<file path="src/rtl/pwr_ctl_pkg.sv">
// Shared definitions for the dual synthesizer power control.
// Assumes a fixed pair of channels, indexed by the constants below.
package pwr_ctl_pkg;
    localparam int NUM_CH = 2;
    localparam int CH_RF  = 0;
    localparam int CH_IF  = 1;

    // Registered control bundle driven to one channel.
    typedef struct packed {
        logic n_en;
        logic r_en;
        logic clr;
        logic cp_hiz;
        logic pfd_hiz;
    } ch_ctl_t;

    localparam ch_ctl_t CH_CTL_OFF = '{n_en: 1'b0, r_en: 1'b0, clr: 1'b0,
                                       cp_hiz: 1'b1, pfd_hiz: 1'b1};
endpackage

</file>
<file path="src/rtl/pwr_ch_resolve.sv">
// Decides, without registers, which channels should be powered up.
// A low pin forces its channel down. With every pin high, the register
// bits decide. Otherwise a high pin alone keeps its channel up.
module pwr_ch_resolve #(
    parameter int N_CH = 2
) (
    input  logic [N_CH-1:0] en_pin,
    input  logic [N_CH-1:0] pd_bit,
    output logic [N_CH-1:0] up_nxt
);
    logic all_pins_hi;

    // Register bits apply only when every pin is high.
    always_comb all_pins_hi = &en_pin;

    for (genvar g = 0; g < N_CH; g++) begin : g_ch
        // Per-channel precedence: pin first, then the register bit.
        always_comb up_nxt[g] = all_pins_hi ? ~pd_bit[g] : en_pin[g];
    end
endmodule

</file>
<file path="src/rtl/pwr_ch_seq.sv">
// Registers the control bundle of one channel and makes the counter-clear
// pulse on power-up. Assumes up_nxt is a settled combinational decision.
module pwr_ch_seq
    import pwr_ctl_pkg::*;
(
    input  logic    clk,
    input  logic    rst_n,
    input  logic    up_nxt,
    input  logic    clr_req,
    output ch_ctl_t ctl
);
    logic rising;

    // Power-up edge, seen against the enable currently driven.
    always_comb rising = up_nxt & ~ctl.n_en;

    // Registers every control, so the outputs cannot glitch.
    always_ff @(posedge clk) begin
        if (!rst_n) begin
            ctl <= CH_CTL_OFF;
        end else begin
            ctl.n_en    <= up_nxt;
            ctl.r_en    <= up_nxt;
            ctl.clr     <= rising | clr_req;
            ctl.cp_hiz  <= ~up_nxt;
            ctl.pfd_hiz <= ~up_nxt;
        end
    end
endmodule

</file>
<file path="src/rtl/pwr_osc_ctl.sv">
// Registered control of the shared reference oscillator. It runs while
// any channel is up or the keep-alive bit is set.
module pwr_osc_ctl #(
    parameter int N_CH = 2
) (
    input  logic            clk,
    input  logic            rst_n,
    input  logic [N_CH-1:0] up_nxt,
    input  logic            keep,
    output logic            osc_en,
    output logic            pin_hiz
);
    logic run_nxt;

    // Run request: any channel up, or held on by the keep bit.
    always_comb run_nxt = (|up_nxt) | keep;

    // Registered oscillator enable and pin state.
    always_ff @(posedge clk) begin
        if (!rst_n) begin
            osc_en  <= 1'b0;
            pin_hiz <= 1'b1;
        end else begin
            osc_en  <= run_nxt;
            pin_hiz <= ~run_nxt;
        end
    end
endmodule

</file>
<file path="src/rtl/dual_pll_pwr_ctl.sv">
// Top of the dual synthesizer power control. It gathers the pins and
// register bits into vectors, resolves the power state and registers the
// per-channel and oscillator controls. One cycle of latency on all outputs.
module dual_pll_pwr_ctl
    import pwr_ctl_pkg::*;
(
    input  logic clk,
    input  logic rst_n,
    input  logic rf_en_pin,
    input  logic if_en_pin,
    input  logic rf_pd_bit,
    input  logic if_pd_bit,
    input  logic osc_keep_bit,
    input  logic cnt_rst_req,
    output logic rf_n_cnt_en,
    output logic rf_r_cnt_en,
    output logic rf_cnt_clr,
    output logic rf_cp_hiz,
    output logic rf_pfd_hiz,
    output logic if_n_cnt_en,
    output logic if_r_cnt_en,
    output logic if_cnt_clr,
    output logic if_cp_hiz,
    output logic if_pfd_hiz,
    output logic osc_en,
    output logic osc_pin_hiz
);
    logic [NUM_CH-1:0] en_vec;
    logic [NUM_CH-1:0] pd_vec;
    logic [NUM_CH-1:0] up_nxt;
    ch_ctl_t           ctl [NUM_CH];

    // Packs the pins and bits into channel-indexed vectors.
    always_comb begin
        en_vec[CH_RF] = rf_en_pin;
        en_vec[CH_IF] = if_en_pin;
        pd_vec[CH_RF] = rf_pd_bit;
        pd_vec[CH_IF] = if_pd_bit;
    end

    pwr_ch_resolve #(.N_CH(NUM_CH)) u_resolve (
        .en_pin (en_vec),
        .pd_bit (pd_vec),
        .up_nxt (up_nxt)
    );

    for (genvar g = 0; g < NUM_CH; g++) begin : g_seq
        pwr_ch_seq u_seq (
            .clk     (clk),
            .rst_n   (rst_n),
            .up_nxt  (up_nxt[g]),
            .clr_req (cnt_rst_req),
            .ctl     (ctl[g])
        );
    end

    pwr_osc_ctl #(.N_CH(NUM_CH)) u_osc (
        .clk     (clk),
        .rst_n   (rst_n),
        .up_nxt  (up_nxt),
        .keep    (osc_keep_bit),
        .osc_en  (osc_en),
        .pin_hiz (osc_pin_hiz)
    );

    // Unpacks the channel bundles onto the named ports.
    always_comb begin
        rf_n_cnt_en = ctl[CH_RF].n_en;
        rf_r_cnt_en = ctl[CH_RF].r_en;
        rf_cnt_clr  = ctl[CH_RF].clr;
        rf_cp_hiz   = ctl[CH_RF].cp_hiz;
        rf_pfd_hiz  = ctl[CH_RF].pfd_hiz;
        if_n_cnt_en = ctl[CH_IF].n_en;
        if_r_cnt_en = ctl[CH_IF].r_en;
        if_cnt_clr  = ctl[CH_IF].clr;
        if_cp_hiz   = ctl[CH_IF].cp_hiz;
        if_pfd_hiz  = ctl[CH_IF].pfd_hiz;
    end
endmodule

</file>
<file path="config.mk">
export PLATFORM = sky130hd
export DESIGN_NAME = dual_pll_pwr_ctl
export DESIGN_NICKNAME = d
export VERILOG_FILES = /design/src/rtl/pwr_ctl_pkg.sv /design/src/rtl/pwr_ch_resolve.sv /design/src/rtl/pwr_ch_seq.sv /design/src/rtl/pwr_osc_ctl.sv /design/src/rtl/dual_pll_pwr_ctl.sv
export SDC_FILE = /design/constraint.sdc
export NUM_CORES = 1
export LEC_CHECK = 0
export BUFFER_PORTS_ARGS = -buffer_cell sky130_fd_sc_hd__buf_2
export CAP_MARGIN = 20
export CORE_AREA = 5 5 42 44
export CTS_BUF_LIST = sky130_fd_sc_hd__clkbuf_4 sky130_fd_sc_hd__clkbuf_8
export DETAILED_ROUTE_END_ITERATION = 7
export DIE_AREA = 0 0 47 49
export RECOVER_POWER = 25
export SLEW_MARGIN = 40
export SYNTH_ARGS = -nofsm -noshare
export SYNTH_HDL_FRONTEND = slang
export SYNTH_HIERARCHICAL = 1
export SYNTH_SLANG_ARGS = --single-unit
</file>
<file path="constraint.sdc">
create_clock -name clk -period 0.97 [get_ports clk]
set_input_delay 0.097 -clock clk [delete_from_list [all_inputs] [get_ports clk]]
set_output_delay 0.097 -clock clk [all_outputs]
set_load 0.005 [all_outputs]
</file>
==> metrics.log <==
INFO  metric start_util = 20.4%
INFO  metric synth_xor_xnor_area_share = 0%
INFO  metric layout-drive-gt1-share = 61.9%
INFO  metric worstPathBufferInverterCount = 1
INFO  metric power.total = 686 uW
INFO  metric drt_first_pass_iters = 2
INFO  metric wl = 565 um
INFO  metric initial_antenna_violation_count = 0
INFO  metric skew = 0.000445 ns
INFO  metric yosysWarningCount = 6
INFO  metric rows = 14
INFO  metric crit_path_cell_trace = buf_2
INFO  metric critPathRequiredTime = 0.87 ns
INFO  metric layout_commonest_cell = buf_2
INFO  metric worst_path_max_delay_cell = dfxtp_1
INFO  metric cp-start-kind = flip-flop
INFO  metric io_buffer_count = 19
INFO  metric setup.worst_path.class = flip-flop to output pin
INFO  metric diodes = 0
INFO  metric hp-class = primary input to flip-flop
INFO  metric cts_tree = done
INFO  metric area_of_the_mapped_netlist = 287 um^2
INFO  metric floorplan.die_area = 2300 um^2
INFO  metric rsz0062_at_grt = no
INFO  metric synth_area_leader_cell = dfxtp_1
INFO  metric first_pass_grt_wire_length = 993 um
INFO  metric post_route_clock_period_utilization = 88.8%
INFO  metric cpLargestDelayFamily = flip-flops
INFO  metric ir_drop = 0.750 mV
INFO  metric synth_area_per_cell = 11.9 um^2
INFO  metric grt.busiest_layer = met2
INFO  metric p_per_area = 1740 nW/um^2
INFO  metric synth_simple_gate_area_share = 14.8%
INFO  metric finalHoldViolCount = 0
INFO  metric synth.yosys.seq_area_share = 55.9%
INFO  metric grt.overflow.total = 0
INFO  metric area_growth_syn_to_layout = 37.6%
INFO  metric globalRouteMet2Util = 8.60%
INFO  metric cap_viol_max_count = 0
INFO  metric synth.top_cell.area_share = 55.9%
INFO  metric worst-slew-pin-transition = 0.496 ns
INFO  metric place.detailed.instances = 55
INFO  metric floorplan.die.width = 47 um
INFO  metric io-pin-count = 20
INFO  metric synthesis.nets = 32
INFO  metric route.detailed.wl_per_inst = 9.74 um
INFO  metric finalWorstPathRequiredPeriod = 0.861 ns
INFO  metric tritoncts_num_sinks = 8
INFO  metric layout.filler_cells = 160
INFO  metric timing.slew.headroom = 66.6%
INFO  metric cp_data_arrival_time = 0.76 ns
INFO  metric die_ht = 49 um
INFO  metric p_leak = 0.195 nW
INFO  metric cell_types_with_the_largest_area_share_after_synthesis = dfxtp_1 56%, buf_4 10%, nor2b_4 9.6%
INFO  metric design.final.nets = 52
INFO  metric detail_route.drc_violations = 0
INFO  metric slew_viol_final = 0
INFO  metric core_region_area = 1400 um^2
INFO  metric cts.clk_slew.worst_paths = 0.05 ns
INFO  metric multiInputGateArea = 88.8 um^2
INFO  metric cts_hold_fix_bufs = 0
INFO  metric grt_use_total = 6.35%
INFO  metric global_route.usage.met3 = 7.01%
INFO  metric synth.mux.area_fraction = 0%
INFO  metric synth_cell_type_count = 9
INFO  metric synth_adder_area_share = 0%
INFO  metric drt_iter0_drc = 2
INFO  metric gpl.final_weighted_congestion = 0.593
INFO  metric clk-insertion-delay-late = 0.25 ns
INFO  metric cts_inserted_buffers = 3
INFO  metric most-common-layout-cells = 19 x buf_2, 8 x dfxtp_1, 3 x clkbuf_4
INFO  metric h-tree-depth = 1
INFO  metric max-clock-path-buffers = 2
INFO  metric fmaxAchievable = 1160 MHz
INFO  metric timing.final.setup_violations = 0
INFO  metric timing.hold.ws = 0.0347 ns
INFO  metric post_drt_via_cell_ratio = 3.76
INFO  metric setup_total_negative_slack = 0 ns
INFO  metric main_combinational_cell_family_by_area_after_synthesis = compound AO/OA/AOI/OAI gates
INFO  metric post_cts_resize_count = 0
INFO  metric worst_path_largest_cell_delay = 0.38 ns
INFO  metric grt_pass1_vias = 224
INFO  metric critPathMaxFanout = 3
INFO  metric fin_util = 28.1%
INFO  metric fin_cells = 58
INFO  metric run_status = finished, final reports clean
INFO  metric routed-via-count = 218
INFO  metric grt_max_degree = 7
INFO  metric cts_post_setup_buffers_inserted = 0
INFO  metric postSynthCellCount = 24
INFO  metric total_area_of_sequential_cells = 160 um^2
INFO  metric timing.critical_path.to_type = output pin
INFO  metric dp.final_hpwl = 444 um
INFO  metric cts_root_buf = clkbuf_4
INFO  metric synth_compound_gate_area_share = 16.2%
INFO  metric antenna_violating_nets_post_route = 0
INFO  metric grtUsageMet1 = 6.64%
INFO  metric postSynthRegisterBits = 8
path summary, 6_finish.rpt:
check / start / endpoint / slack [ns] / cells after the start
hold / removal: osc_keep_bit / u_osc/pin_hiz$_SDFF_PN1_ / 0.03 / 2
hold reg to reg: g_seq[0].u_seq/ctl[3]$_SDFF_PN0_ / g_seq[0].u_seq/ctl[2]$_SDFF_PN0_ / 0.56 / 2
setup / recovery: g_seq[1].u_seq/ctl[3]$_SDFF_PN0_ / if_n_cnt_en / 0.11 / 1
setup reg to reg: g_seq[1].u_seq/ctl[3]$_SDFF_PN0_ / g_seq[1].u_seq/ctl[2]$_SDFF_PN0_ / 0.28 / 2
cells in the mapped netlist:
cell type and count:
o21a_1 2, and2_2 2, o31a_1 1, inv_1 2, dfxtp_1 8, nor2b_4 2, o31ai_1 1, a21boi_1 2
buf_4 4
per-stage QoR:
step	worst slack (ns)	instance area, um^2
detailed placement	0.132	372
floorplan	0.282	287
global route	0.0403	394
global placement	0.131	372
CTS	0.0957	394
finish	0.109	394
state kept, by name, indices dropped and copies added, names as in the netlist:
signal,flops
g_seq.u_seq/ctl,6
u_osc/osc_en,1
u_osc/pin_hiz,1
report_power, final:
group          total, mW  switching [mW]  leakage [nW]  internal, mW
clock network      0.244           0.104        0.0138         0.141
logic             0.0828          0.0340         0.114        0.0488
registers          0.359         0.00853        0.0668         0.350
metal layers:
layer	up-vias	part of all wire, %	routed length (um)
li1	110	-	-
met1	91	37	207
met2	17	40	227
met3	0	23	130
met4	0	0	0
met5	-	0	0
worst register-to-register path, cell delays in order, from the launching register on:
cell and delay (ns):
dfxtp_1 0.38, nor2b_4 0.05, o21a_1 0.16
area by class of cell:
type                       instances  area share, %
sequential                         8           40.6
inverter                           2           1.90
timing repair buffer              19           24.1
clock buffer                       3           5.71
tap                               16           5.08
multi-input combinational         10           22.5
logic make-up (layout without fill, tap and decap cells):
group | Yosys count | in the layout
flip-flops | 8 | 8
AO/OA/AOI/OAI | 6 | 6
buffers and inverters | 6 | 24
AND/OR/NAND/NOR | 4 | 4
Note: power is estimated with default switching activity, not from simulation.
